[config.mk]
export PLATFORM = sky130hd
export DESIGN_NAME = tick_timer
export DESIGN_NICKNAME = d
export VERILOG_FILES = /design/src/rtl/tick_timer_pkg.sv /design/src/rtl/tick_timer_regs.sv /design/src/rtl/tick_timer_counter.sv /design/src/rtl/tick_timer_status.sv /design/src/rtl/tick_timer.sv
export SDC_FILE = /design/constraint.sdc
export NUM_CORES = 1
export LEC_CHECK = 0
export CAP_MARGIN = 25
export CELL_PAD_IN_SITES_DETAIL_PLACEMENT = 1
export CELL_PAD_IN_SITES_GLOBAL_PLACEMENT = 2
export CORE_MARGIN = 2
export CORE_UTILIZATION = 35
export DETAILED_ROUTE_END_ITERATION = 7
export DONT_BUFFER_PORTS = 1
export GPL_TIMING_DRIVEN = 0
export PLACE_DENSITY_LB_ADDON = 0.1
export RECOVER_POWER = 25
export SYNTH_ARGS = -nofsm -noshare
export SYNTH_HDL_FRONTEND = slang
export SYNTH_HIERARCHICAL = 1
export SYNTH_SLANG_ARGS = --single-unit
[constraint.sdc]
create_clock -name clk -period 2.4 [get_ports clk]
set_clock_uncertainty 0.1 [all_clocks]
set_input_delay 0.24 -clock clk [delete_from_list [all_inputs] [get_ports clk]]
set_output_delay 0.24 -clock clk [all_outputs]
set_load 0.05 [all_outputs]
[src/rtl/tick_timer_pkg.sv]
package tick_timer_pkg;
  // word indices of the registers
  localparam int unsigned IDX_CTRL   = 0;
  localparam int unsigned IDX_RELOAD = 1;
  localparam int unsigned IDX_COUNT  = 2;

  // control word field positions
  localparam int unsigned BIT_ENABLE = 0;
  localparam int unsigned BIT_INTEN  = 1;
  localparam int unsigned BIT_FLAG   = 16;

  // default geometry
  localparam int unsigned DEF_DATA_W = 32;
  localparam int unsigned DEF_ADDR_W = 4;
  localparam int unsigned DEF_CNT_W  = 24;
endpackage

[src/rtl/tick_timer_regs.sv]
module tick_timer_regs
  import tick_timer_pkg::*;
#(
  parameter int unsigned DATA_W = DEF_DATA_W,
  parameter int unsigned ADDR_W = DEF_ADDR_W,
  parameter int unsigned CNT_W  = DEF_CNT_W
) (
  input  logic              clk,
  input  logic              rst_n,
  input  logic [ADDR_W-1:0] addr,
  input  logic              wr_en,
  input  logic              rd_en,
  input  logic [DATA_W-1:0] wdata,
  input  logic [CNT_W-1:0]  count_i,
  input  logic              flag_i,
  output logic [DATA_W-1:0] rdata,
  output logic              enable_o,
  output logic              inten_o,
  output logic [CNT_W-1:0]  reload_o,
  output logic              clr_o,
  output logic              arm_o,
  output logic              ctrl_rd_o
);
  localparam int unsigned PAD_W = DATA_W - CNT_W;

  logic             hit_ctrl, hit_reload, hit_count;
  logic             enable_q, inten_q;
  logic [CNT_W-1:0] reload_q;
  logic             unused_wdata;

  assign unused_wdata = ^wdata[DATA_W-1:CNT_W];

  // address decode
  assign hit_ctrl   = (addr == ADDR_W'(IDX_CTRL));
  assign hit_reload = (addr == ADDR_W'(IDX_RELOAD));
  assign hit_count  = (addr == ADDR_W'(IDX_COUNT));

  // named bus events
  assign clr_o     = wr_en & hit_count;
  assign arm_o     = wr_en & hit_ctrl & wdata[BIT_ENABLE] & ~enable_q;
  assign ctrl_rd_o = rd_en & hit_ctrl;

  always_ff @(posedge clk) begin
    if (!rst_n) begin
      enable_q <= 1'b0;
      inten_q  <= 1'b0;
      reload_q <= '0;
    end else begin
      if (wr_en && hit_ctrl) begin
        enable_q <= wdata[BIT_ENABLE];
        inten_q  <= wdata[BIT_INTEN];
      end
      if (wr_en && hit_reload) reload_q <= wdata[CNT_W-1:0];
    end
  end

  function automatic logic [DATA_W-1:0] ctrl_view(input logic en, input logic ie,
                                                  input logic fl);
    logic [DATA_W-1:0] v;
    v = '0;
    v[BIT_ENABLE] = en;
    v[BIT_INTEN]  = ie;
    v[BIT_FLAG]   = fl;
    return v;
  endfunction

  function automatic logic [DATA_W-1:0] widen(input logic [CNT_W-1:0] v);
    return {{PAD_W{1'b0}}, v};
  endfunction

  always_comb begin
    rdata = '0;
    if (hit_ctrl)   rdata = ctrl_view(enable_q, inten_q, flag_i);
    if (hit_reload) rdata = widen(reload_q);
    if (hit_count)  rdata = widen(count_i);
  end

  assign enable_o = enable_q;
  assign inten_o  = inten_q;
  assign reload_o = reload_q;

  // upper bits never carry data
  p_upper_zero_r9: assert property (@(posedge clk) disable iff (!rst_n)
    rdata[DATA_W-1:CNT_W] == '0);
  // a control write sets ENABLE from the data written
  p_enable_follows_r4: assert property (@(posedge clk) disable iff (!rst_n)
    (wr_en && hit_ctrl) |=> (enable_o == $past(wdata[BIT_ENABLE])));
  // unmapped writes leave the reload word alone
  p_unmapped_ignored_r9: assert property (@(posedge clk) disable iff (!rst_n)
    (!(wr_en && hit_reload)) |=> $stable(reload_o));
endmodule

[src/rtl/tick_timer_counter.sv]
module tick_timer_counter
  import tick_timer_pkg::*;
#(
  parameter int unsigned CNT_W = DEF_CNT_W
) (
  input  logic             clk,
  input  logic             rst_n,
  input  logic             tick_i,
  input  logic             enable_i,
  input  logic [CNT_W-1:0] reload_i,
  input  logic             clr_i,
  input  logic             arm_i,
  output logic [CNT_W-1:0] count_o,
  output logic             wrap_o
);
  logic [CNT_W-1:0] cnt_q, cnt_d;
  logic             silent_q, silent_d;
  logic             tick_go, at_zero;

  function automatic logic [CNT_W-1:0] step_down(input logic [CNT_W-1:0] v);
    return v - CNT_W'(1);
  endfunction

  assign tick_go = tick_i & enable_i;
  assign at_zero = (cnt_q == '0);

  always_comb begin
    cnt_d    = cnt_q;
    silent_d = silent_q;
    wrap_o   = 1'b0;
    if (clr_i) begin
      cnt_d    = '0;
      silent_d = 1'b1;
    end else if (arm_i) begin
      silent_d = 1'b1;
    end else if (tick_go) begin
      if (silent_q) begin
        cnt_d    = reload_i;
        silent_d = 1'b0;
      end else if (!at_zero) begin
        cnt_d = step_down(cnt_q);
      end else begin
        cnt_d  = reload_i;
        wrap_o = (reload_i != '0);
      end
    end
  end

  always_ff @(posedge clk) begin
    if (!rst_n) begin
      cnt_q    <= '0;
      silent_q <= 1'b0;
    end else begin
      cnt_q    <= cnt_d;
      silent_q <= silent_d;
    end
  end

  assign count_o = cnt_q;

  // decrement by one
  p_dec_one_r2: assert property (@(posedge clk) disable iff (!rst_n)
    (tick_go && !at_zero && !silent_q && !clr_i && !arm_i)
      |=> (count_o == CNT_W'($past(count_o) - 1'b1)));
  // no movement while stopped
  p_hold_off_r2: assert property (@(posedge clk) disable iff (!rst_n)
    (!enable_i && !clr_i) |=> $stable(count_o));
  // zero dwell then reload
  p_zero_reload_r3: assert property (@(posedge clk) disable iff (!rst_n)
    (tick_go && at_zero && !clr_i && !arm_i) |=> (count_o == $past(reload_i)));
  // silent reload raises no wrap
  p_silent_quiet_r4: assert property (@(posedge clk) disable iff (!rst_n)
    silent_q |-> !wrap_o);
  // clear forces zero
  p_clear_zero_r5: assert property (@(posedge clk) disable iff (!rst_n)
    clr_i |=> (count_o == '0));
  // empty reload never wraps
  p_empty_reload_r8: assert property (@(posedge clk) disable iff (!rst_n)
    (reload_i == '0) |-> !wrap_o);
endmodule

[src/rtl/tick_timer_status.sv]
module tick_timer_status (
  input  logic clk,
  input  logic rst_n,
  input  logic wrap_i,
  input  logic inten_i,
  input  logic ctrl_rd_i,
  input  logic clr_i,
  output logic flag_o,
  output logic irq_o
);
  logic flag_q, irq_q;

  always_ff @(posedge clk) begin
    if (!rst_n) begin
      flag_q <= 1'b0;
      irq_q  <= 1'b0;
    end else begin
      if (wrap_i)                 flag_q <= 1'b1;
      else if (ctrl_rd_i || clr_i) flag_q <= 1'b0;
      irq_q <= wrap_i & inten_i;
    end
  end

  assign flag_o = flag_q;
  assign irq_o  = irq_q;

  // wrap sets the flag, even against a read
  p_flag_set_r6: assert property (@(posedge clk) disable iff (!rst_n)
    wrap_i |=> flag_o);
  // read clears the flag
  p_flag_clear_r6: assert property (@(posedge clk) disable iff (!rst_n)
    ((ctrl_rd_i || clr_i) && !wrap_i) |=> !flag_o);
  // pulse lasts one cycle
  p_irq_single_r7: assert property (@(posedge clk) disable iff (!rst_n)
    irq_o |=> !irq_o);
  // pulse only with a fresh flag
  p_irq_with_flag_r7: assert property (@(posedge clk) disable iff (!rst_n)
    irq_o |-> flag_o);
endmodule

[src/rtl/tick_timer.sv]
module tick_timer
  import tick_timer_pkg::*;
#(
  parameter int unsigned DATA_W = DEF_DATA_W,
  parameter int unsigned ADDR_W = DEF_ADDR_W,
  parameter int unsigned CNT_W  = DEF_CNT_W
) (
  input  logic              clk,
  input  logic              rst_n,
  input  logic              tick_en,
  input  logic [ADDR_W-1:0] bus_addr,
  input  logic              bus_wr,
  input  logic              bus_rd,
  input  logic [DATA_W-1:0] bus_wdata,
  output logic [DATA_W-1:0] bus_rdata,
  output logic              irq
);
  logic [CNT_W-1:0] count_w, reload_w;
  logic             enable_w, inten_w, clr_w, arm_w, ctrl_rd_w;
  logic             wrap_w, flag_w;

  tick_timer_regs #(.DATA_W(DATA_W), .ADDR_W(ADDR_W), .CNT_W(CNT_W)) u_regs (
    .clk(clk), .rst_n(rst_n), .addr(bus_addr), .wr_en(bus_wr), .rd_en(bus_rd),
    .wdata(bus_wdata), .count_i(count_w), .flag_i(flag_w), .rdata(bus_rdata),
    .enable_o(enable_w), .inten_o(inten_w), .reload_o(reload_w),
    .clr_o(clr_w), .arm_o(arm_w), .ctrl_rd_o(ctrl_rd_w)
  );

  tick_timer_counter #(.CNT_W(CNT_W)) u_counter (
    .clk(clk), .rst_n(rst_n), .tick_i(tick_en), .enable_i(enable_w),
    .reload_i(reload_w), .clr_i(clr_w), .arm_i(arm_w),
    .count_o(count_w), .wrap_o(wrap_w)
  );

  tick_timer_status u_status (
    .clk(clk), .rst_n(rst_n), .wrap_i(wrap_w), .inten_i(inten_w),
    .ctrl_rd_i(ctrl_rd_w), .clr_i(clr_w), .flag_o(flag_w), .irq_o(irq)
  );

  // no interrupt while interrupts are masked and none pending
  p_irq_masked_r7: assert property (@(posedge clk) disable iff (!rst_n)
    (!inten_w) |=> (!irq || $past(wrap_w)));
endmodule

== After elaboration in Yosys (flattened, before gate mapping) ==
Cells that the tools add are included.

* Memories kept: 0
* Bits in read-only memories: 0
* Bits in registers: 53
* Bits in latches: 0
* Output and inout bits: 33
* Word-level logic and storage cells: 45
* RAM bits: 0

* Reduce and logical (&&, ||, !) cells: 10
* $add $sub $neg: 1
* Magnitude comparators: 0
* Mux-type cells: 15
* Shift-type cells: 0
* Multipliers: 0
* Equal/unequal tests: 2
* Bitwise gates (word level): 10
* Divide/modulo/power cells: 0

{| class="wikitable"
|+ Operators by type and width
! kind !! count
|-
| $mux W24 || 4
|-
| $logic_not A24 Y1 || 1
|-
| $reduce_bool A24 Y1 || 1
|-
| $sub A24 B1 Y24 const B || 1
|-
| $mux W17 || 1
|-
| $mux W1 || 10
|-
| $and A1 B1 Y1 || 7
|-
| $eq A4 B1 Y1 const B || 1
|-
| $eq A4 B2 Y1 const B || 1
|-
| $logic_not A4 Y1 || 1
|-
| $not A1 Y1 || 3
|-
| $reduce_bool A3 Y1 || 1
|-
| $logic_and A1 B1 Y1 || 2
|-
| $reduce_and A2 Y1 || 1
|-
| $reduce_bool A2 Y1 || 1
|-
| $reduce_or A2 Y1 || 1
|-
| $logic_or A1 B1 Y1 || 1
|}

== Longest topological paths before layout ==
Gate-level depths: netlist of the first run.

* Depth after elaboration: 7
* Mapped depth: 9
* Mapped depth without buffers: 8

== Cells and area by module ==
The synthesis of the first run kept the hierarchy.

{| class="wikitable"
|+ Modules (own cells, without submodules)
! module !! area each (µm²) !! instances !! cells each
|-
| tick_timer_counter || 1767.9 || 1 || 221
|-
| tick_timer_regs || 1445.1 || 1 || 164
|-
| tick_timer_status || 66.3 || 1 || 5
|}

== Worst setup path before layout of the first run ==
Ideal clock, no wire load.

* Path kind: flip-flop to flip-flop
* From: register u_counter.cnt_q[0], in the netlist u_counter/count_o[0]
* To: register u_counter.cnt_q[23], in the netlist u_counter/count_o[23]
* Stages on the path, launching flop included: 9
* Buffers on the path: 1
* Library setup time: 0.117 ns
* Data arrival time: 1.906 ns
* Required time: 2.183 ns
* Period minus slack after synthesis: 2.123 ns
* Path slack: 0.277 ns
* Path through: dfxtp_1 inv_1 ha_1 or4b_4 nor3_4 a21o_1 buf_6 o21ai_0 a32o_1

* Cells in the longest elaborated chain, start to end: 3

{| class="wikitable"
|+ RTL lines
! element !! RTL line !! RTL
|-
| start, declared || tick_timer_counter.sv:16 || <nowiki>logic [CNT_W-1:0] cnt_q, cnt_d;</nowiki>
|-
| start signal, assigned || tick_timer_counter.sv:54 || <nowiki>cnt_q <= cnt_d;</nowiki>
|-
| $sub A24 B1 Y24 or $logic_not A24 Y1 (tied branches) || tick_timer_counter.sv:21, tick_timer_counter.sv:25 ||
|-
| $mux W24 (*) || tick_timer_counter.sv:40 || <nowiki>end else if (!at_zero) begin</nowiki>
|-
| $mux W24 (*) || tick_timer_counter.sv:37 || <nowiki>if (silent_q) begin</nowiki>
|}

Every way passes the cells marked *; elsewhere a longest branch is shown, timed or not.
A chain may end at the register's enable or synchronous reset.

== Final worst setup path of the first run ==
* From: register u_counter.cnt_q[1], in the netlist u_counter/count_o[1]
* To: register u_counter.cnt_q[23], in the netlist u_counter/count_o[23]

Same word-level chain as after synthesis.

==> results of run 1 <==
[what timing repair did]
item,4_1_cts,5_1_grt
resized for setup,5,22
endpoints found under the hold margin,29,0
pin swaps,1,7
hold buffers,25,0
buffers inserted,2,9
setup endpoints to repair,19,23
cloned,0,2
[path summary, 6_finish.rpt]
path	startpoint	cells after the start	to
worst max-delay path	u_counter/count_o[1]	8	u_counter/count_o[23]
worst min-delay path	tick_en	3	u_counter/silent_q
worst max register to register	u_counter/count_o[1]	8	u_counter/count_o[23]
worst min register to register	u_regs/inten_o	2	u_regs/inten_o
[state kept, by name (all words and copies together), names as in the netlist]
signal	count
u_counter/count_o	24
u_counter/silent_q	1
u_regs/enable_o	1
u_regs/inten_o	1
u_regs/reload_o	24
u_status/flag_o	1
u_status/irq_o	1
[layer usage]
| metal | vias to the layer above | wire (um) | part of all wire | track usage |
|---|---|---|---|---|
| li1 | 1555 | - | - | - |
| met1 | 1629 | 5370 | 0.44 | 0.327 |
| met2 | 107 | 5780 | 0.48 | 0.390 |
| met3 | 18 | 736 | 0.061 | 0.0326 |
| met4 | 0 | 197 | 0.016 | 0.0590 |
| met5 | - | 0 | 0 | 0 |
[cell type report]
type                    count  area [um2]
plain buffers              36         225
clock buffers               6        82.6
clock inverters             2        37.5
fillers                  1089        5120
inverters                   6        22.5
multi-input cells         302        2040
flip-flops and latches     53        1070
well taps                 111         139
repair buffers             39         419
[per-stage QoR]
step | setup WS (ns) | area [um2] | hold WS [ns]
2_1_floorplan | 0.277 | 3310 | 0.258
3_3_place_gp | -0.345 | 3440 | 0.258
3_5_place_dp | -0.346 | 3450 | 0.270
4_1_cts | 0.00214 | 3860 | 0.0389
5_1_grt | -0.0396 | 4040 | 0.0579
6_report | 0.0541 | 4040 | 0.0572
[power breakdown]
group / switching [mW] / internal [mW] / leakage, nW
logic: 0.133 / 0.0933 / 1.03
registers: 0.0120 / 0.884 / 0.430
clock network: 0.326 / 0.340 / 0.0574
[placed cells by master (no fill, tap or decap), types with 4 or more instances in the layout]
cell type / n
sky130_fd_sc_hd__and3b_1: 4
sky130_fd_sc_hd__conb_1: 8
sky130_fd_sc_hd__clkbuf_8: 6
sky130_fd_sc_hd__dfxtp_1: 48
sky130_fd_sc_hd__a211oi_1: 4
sky130_fd_sc_hd__nor4_1: 8
sky130_fd_sc_hd__o211ai_1: 10
sky130_fd_sc_hd__o311ai_0: 7
sky130_fd_sc_hd__dlygate4sd3_1: 25
sky130_fd_sc_hd__and3_1: 4
sky130_fd_sc_hd__nand2_1: 74
sky130_fd_sc_hd__or4_1: 6
sky130_fd_sc_hd__a21oi_1: 6
sky130_fd_sc_hd__a22o_1: 21
sky130_fd_sc_hd__inv_1: 4
sky130_fd_sc_hd__nand4_1: 8
sky130_fd_sc_hd__buf_2: 6
sky130_fd_sc_hd__buf_4: 20
sky130_fd_sc_hd__nand3_1: 22
sky130_fd_sc_hd__nor3_1: 8
sky130_fd_sc_hd__nor2_1: 13
sky130_fd_sc_hd__mux2i_1: 30
sky130_fd_sc_hd__clkbuf_1: 14
sky130_fd_sc_hd__o21ai_0: 6
[logic make-up after synthesis]
logic type / synth area share
multiplexers: 0.0916
other: 0.00114
AND/OR/NAND/NOR: 0.297
flip-flops: 0.324
buffers and inverters: 0.0782
AO/OA/AOI/OAI: 0.201
adder cells (fa/ha/maj): 0.00763
[worst reg2reg max path, cell delays in order, from the launching register on]
cell and delay [ns]:
sky130_fd_sc_hd__dfxtp_4 0.38, sky130_fd_sc_hd__inv_2 0.06, sky130_fd_sc_hd__ha_1 0.12, sky130_fd_sc_hd__or4b_4 0.52, sky130_fd_sc_hd__nor3_4 0.31, sky130_fd_sc_hd__a21o_1 0.21
sky130_fd_sc_hd__buf_8 0.17, sky130_fd_sc_hd__o21ai_1 0.10, sky130_fd_sc_hd__a32o_1 0.27
==> Flow_metrics.wiki, run 1 <==
{| class="wikitable"
! Metric !! Value
|-
| Data arrival, critical path || 2.46 ns
|-
| Unrepaired setup endpoints after global routing || yes
|-
| Clk Latency, worst-skew pair || 0.32 ns
|-
| Core area || 9150 um2
|-
| Initial antenna violation count || 0
|-
| Starting density of the core || 0.358
|-
| Via count of the first global-routing pass || 3230
|-
| Wire length of the first global-routing pass || 18.5 mm
|-
| Relative max-transition margin || 0.259
|-
| Setup slack of the worst register-to-register path || 0.05 ns
|-
| # port buffers || 0
|-
| Proportion of layout cells with a drive suffix above 1 || 0.164
|-
| Post-synthesis async set-or-reset flop share || 0
|-
| Number of cell rows || 35
|-
| Num ports || 74
|-
| Total Negative Setup Slacks || 0 ns
|-
| Area grow syn2layout || 23.1%
|-
| Avg Inst Size Synth || 8.41 um2
|-
| Global-route usage over all layers || 0.237
|-
| Final wirelength || 12.1 mm
|-
| Max stage delay on crit path || 0.52 ns
|-
| Synth Instances || 390
|-
| Type of destination of the critical path || register
|-
| Number of buffers between clock root and the deepest sink || 2
|-
| Leading post-synthesis cells by cell area || sky130_fd_sc_hd__dfxtp_1, sky130_fd_sc_hd__mux2i_1, sky130_fd_sc_hd__nand2_1
|-
| Number of max-cap violations || 0
|-
| Most frequent cell after synthesis || sky130_fd_sc_hd__nand2_1
|-
| Routability-driven placement congestion ratio || 0.859
|-
| Floorplan die area || 10200 um2
|-
| Share of the yosys chip area belonging to registers || 0.324
|-
| Worst path required time || 2.52 ns
|-
| Pre-antenna DRT Iters || 4
|-
| Area of the mapped netlist || 3280 um2
|-
| Number of non-filler instances in the completed layout || 555
|-
| Most frequent cells after synthesis || sky130_fd_sc_hd__nand2_1, sky130_fd_sc_hd__dfxtp_1, sky130_fd_sc_hd__mux2i_1
|-
| Final max-slew violation count || 0
|-
| Largest area contributor in the synthesized netlist || sky130_fd_sc_hd__dfxtp_1
|-
| Count of flip-flops with a built-in enable after synthesis || 0
|-
| Top flip-flop cell by instance count after synthesis || sky130_fd_sc_hd__dfxtp_1
|-
| Largest net degree at the start of global routing || 17
|-
| Crit-path max FO || 8
|-
| Post-synth cell types || 64
|-
| Setup violations, final || 0
|-
| Final core utilization || 0.441
|-
| Leak pwr || 1.51 nW
|-
| Number of clock buffers inserted by TritonCTS || 5
|-
| TritonCTS clock tree || done
|-
| Die width || 101 um
|-
| Number of instances in the placed design || 509
|-
| Ratio of routed vias to standard cells || 5.96
|-
| Hold violation total from the final report || 0
|-
| Design Power || 1.79 mW
|-
| Fmax || 426 MHz
|-
| Startpoint class of the critical path || register
|-
| Clock-pin transition on the worst setup and hold timing paths || 0.11 ns
|-
| Antenna cells || 0
|-
| Die Y-Extent || 101 um
|-
| Proportion of netlist area held by the largest area contributor || 0.324
|-
| Type of the worst min-delay path || in -> reg
|-
| Result of the run || complete, no violations
|-
| Cell class contributing the biggest share of worst-path delay || simple AND/OR/NAND/NOR gates
|-
| Transition time at the pin with the least slew margin || 1.11 ns
|-
| Routed vias || 3309
|-
| Final worst-path cycle share || 0.977
|-
| Buf+Inv Stages, Crit Path || 2
|-
| Maximum ir drop on the vdd rail || 242 uV
|-
| Power per unit of standard cell area || 443 nW/um2
|-
| Warnings, synthesis || 6
|-
| CTS H-tree depth || 2
|-
| Routed Antenna Nets || 0
|-
| Overflow after GRT || 0
|-
| CP Class || reg -> reg
|-
| Layout net count || 486
|-
| Violation count after the first detailed-route iteration || 190
|-
| Routed wire per std cell || 21.8 um
|-
| Final HPWL from detailed placement || 8.71 mm
|-
| Post-route DRC || 0
|-
| List of cells traversed by the critical path || inv_2 > ha_1 > or4b_4 > nor3_4 > a21o_1 > buf_8 > o21ai_1 > a32o_1
|-
| TritonCTS Sinks || 53
|-
| Clock root buffer || sky130_fd_sc_hd__clkbuf_8
|-
| Time the final worst path needs with I/O delays and setup || 2.35 ns
|-
| Slowest library cell on the worst path || sky130_fd_sc_hd__or4b_4
|-
| Total of flip-flops plus latches after synthesis || 53
|}
Power figures use the tool's default switching activity.
==> run 2, diff against run 1 <==
Settings changed: CORE_UTILIZATION 35 to 37.
==> run 2 against run 1 <==
Effect of this change: final cell count decreased by 1.1%; core utilization increased by 1.2 points; maximum frequency decreased by 1.1%; critical path depth increased by 1; flip-flop and latch count unchanged; global-route usage increased by 1.2 points; via count increased by 0.36%; register-to-register slack got worse by 0.03 ns; critical path type unchanged; non-clock buffer count decreased by 3; sequential share of layout area increased by 0.58 points; sequential power about the same; clock-buffer cell count unchanged.
==> Flow_metrics.wiki, run 2 (same netlist as run 1, synthesis figures left out) <==
{| class="wikitable"
! Metric !! Value
|-
| Core area || 8680 um2
|-
| Fill cell total of the finished layout || 1065
|-
| Final wirelength || 12.0 mm
|-
| Transition time at the pin with the least slew margin || 1.11 ns
|-
| Largest net degree at the start of global routing || 18
|-
| Number of cells on the worst reg-to-reg path || 9
|-
| Highest-count cells in the layout ignoring fill and taps || sky130_fd_sc_hd__nand2_1, sky130_fd_sc_hd__dfxtp_1, sky130_fd_sc_hd__mux2i_1, sky130_fd_sc_hd__dlygate4sd3_1, sky130_fd_sc_hd__nand3_1
|-
| Routed wire per std cell || 21.9 um
|-
| Die width || 98.1 um
|-
| End of the worst register-to-register path || u_counter/count_o[2]
|-
| Layout net count || 483
|-
| Hold Path Cell Cnt || 3
|-
| Number of clock buffers inserted by TritonCTS || 5
|-
| Proportion of layout cells with a drive suffix above 1 || 0.145
|-
| Routed Antenna Nets || 0
|-
| Hold violation total from the final report || 0
|-
| Final design instance area without fill || 3930 um2
|-
| Overflow after GRT || 0
|-
| Violation count after the first detailed-route iteration || 159
|-
| Via count of the first global-routing pass || 3296
|-
| Total Negative Setup Slacks || 0 ns
|-
| Crit-path max FO || 10
|-
| Leak pwr || 1.46 nW
|-
| Placed Area || 3450 um2
|-
| Design Power || 1.69 mW
|-
| Clk Latency, worst-skew pair || 0.32 ns
|-
| Type of the worst min-delay path || in -> reg
|-
| Number of buffers between clock root and the deepest sink || 2
|-
| Wire length of the first global-routing pass || 18.9 mm
|-
| Ratio of routed vias to standard cells || 6.05
|-
| TritonCTS Sinks || 53
|-
| Clock root buffer || sky130_fd_sc_hd__clkbuf_8
|-
| CP Class || reg -> reg
|-
| List of cells traversed by the critical path || inv_1 > ha_1 > or4b_4 > nor3_4 > buf_4 > a21oi_4 > buf_6 > a32oi_1 > o211ai_1
|-
| Critical path startpoint || u_counter/count_o[0]
|-
| HP Start || tick_en
|-
| Final worst-path cycle share || 0.988
|-
| Start of the worst register-to-register path || u_counter/count_o[0]
|-
| Relative max-transition margin || 0.257
|-
| Slowest library cell on the worst path || sky130_fd_sc_hd__or4b_4
|-
| Number of max-cap violations || 0
|-
| Type of destination of the critical path || register
|-
| Routability-driven placement congestion ratio || 0.897
|-
| Area grow syn2layout || 19.8%
|-
| Endpoint of the worst hold path || u_counter/silent_q
|-
| Max stage delay on crit path || 0.51 ns
|-
| # port buffers || 0
|-
| Final core utilization || 0.453
|-
| Post-route DRC || 0
|-
| Worst slack on hold paths || 0.0315 ns
|-
| Startpoint class of the critical path || register
|-
| Num ports || 74
|-
| Clock-pin transition on the worst setup and hold timing paths || 0.11 ns
|-
| Global-route usage over all layers || 0.249
|-
| Final max-slew violation count || 0
|-
| Maximum ir drop on the vdd rail || 251 uV
|-
| Antenna cells || 0
|-
| Final HPWL from detailed placement || 8.63 mm
|-
| Floorplan die area || 9630 um2
|-
| Initial antenna violation count || 0
|-
| Starting density of the core || 0.378
|-
| TritonCTS clock tree || done
|-
| Worst path required time || 2.50 ns
|-
| Pre-antenna DRT Iters || 5
|-
| Setup violations, final || 0
|-
| Power per unit of standard cell area || 431 nW/um2
|-
| Fmax || 422 MHz
|-
| CTS H-tree depth || 2
|-
| Result of the run || complete, no violations
|-
| Time the final worst path needs with I/O delays and setup || 2.37 ns
|-
| Setup slack of the worst register-to-register path || 0.03 ns
|-
| Most common cell after layout, fill and taps aside || sky130_fd_sc_hd__nand2_1
|-
| Number of cell rows || 34
|-
| Die Y-Extent || 98.1 um
|-
| Routed vias || 3321
|-
| Data arrival, critical path || 2.47 ns
|}
## run 2: critical path, delay by kind of cell, from the launching register on
kind,cells,cell delay (ns)
flops,1,0.39
compound gates,3,0.42
simple gates,2,0.74
buf+inv,3,0.44
fa+ha+maj,1,0.15
## run 2: area by class of cell
class / count / area, um2 / area share
inverter: 6 / 22.5 / 0.00573
sequential: 53 / 1070 / 0.271
multi-input combinational: 302 / 2040 / 0.520
clock inverter: 2 / 17.5 / 0.00446
timing repair buffer: 36 / 330 / 0.0841
clock buffer: 6 / 82.6 / 0.0210
buffer: 36 / 230 / 0.0586
tap: 108 / 135 / 0.0344
## run 2: routing by layer
layer	up-vias	routed length (um)	global-route usage
met5	-	0	0
met4	0	142	0.0337
met3	12	582	0.0286
met2	98	5760	0.418
met1	1658	5540	0.353
li1	1553	-	-
## run 2: power by group
group / leakage (nW) / internal, mW / switching [mW] / total [mW]
Clock: 0.0518 / 0.241 / 0.337 / 0.578
Sequential: 0.429 / 0.885 / 0.0119 / 0.897
Combinational: 0.984 / 0.0849 / 0.132 / 0.217
Total: 1.46 / 1.21 / 0.480 / 1.69
## run 2: through the flow
step / cells / setup slack, ns
2_1_floorplan: 397 / 0.277
3_3_place_gp: 505 / -0.305
3_5_place_dp: 506 / -0.392
4_1_cts: 540 / 0.0133
5_1_grt: 549 / -0.0271
6_report: 549 / 0.0289
## run 2: worst max-delay path by stage
stage | end | slack, ns | depth (start not counted)
finish | u_counter/count_o[2] | 0.03 | 9
global route | u_counter/count_o[20] | -0.03 | 7
CTS | u_counter/count_o[2] | 0.01 | 9
detailed placement | u_counter/count_o[18] | -0.39 | 8
global placement | u_counter/count_o[6] | -0.31 | 9
floorplan | u_counter/count_o[23] | 0.28 | 8
## run 2: what timing repair did
action / 4_1_cts / 5_1_grt
endpoints found under the hold margin: 29 / 0
setup endpoints to repair: 20 / 21
pin swaps: 1 / 4
gates cloned: 0 / 1
resized for setup: 7 / 15
setup buffers: 1 / 8
hold buffers: 25 / 0
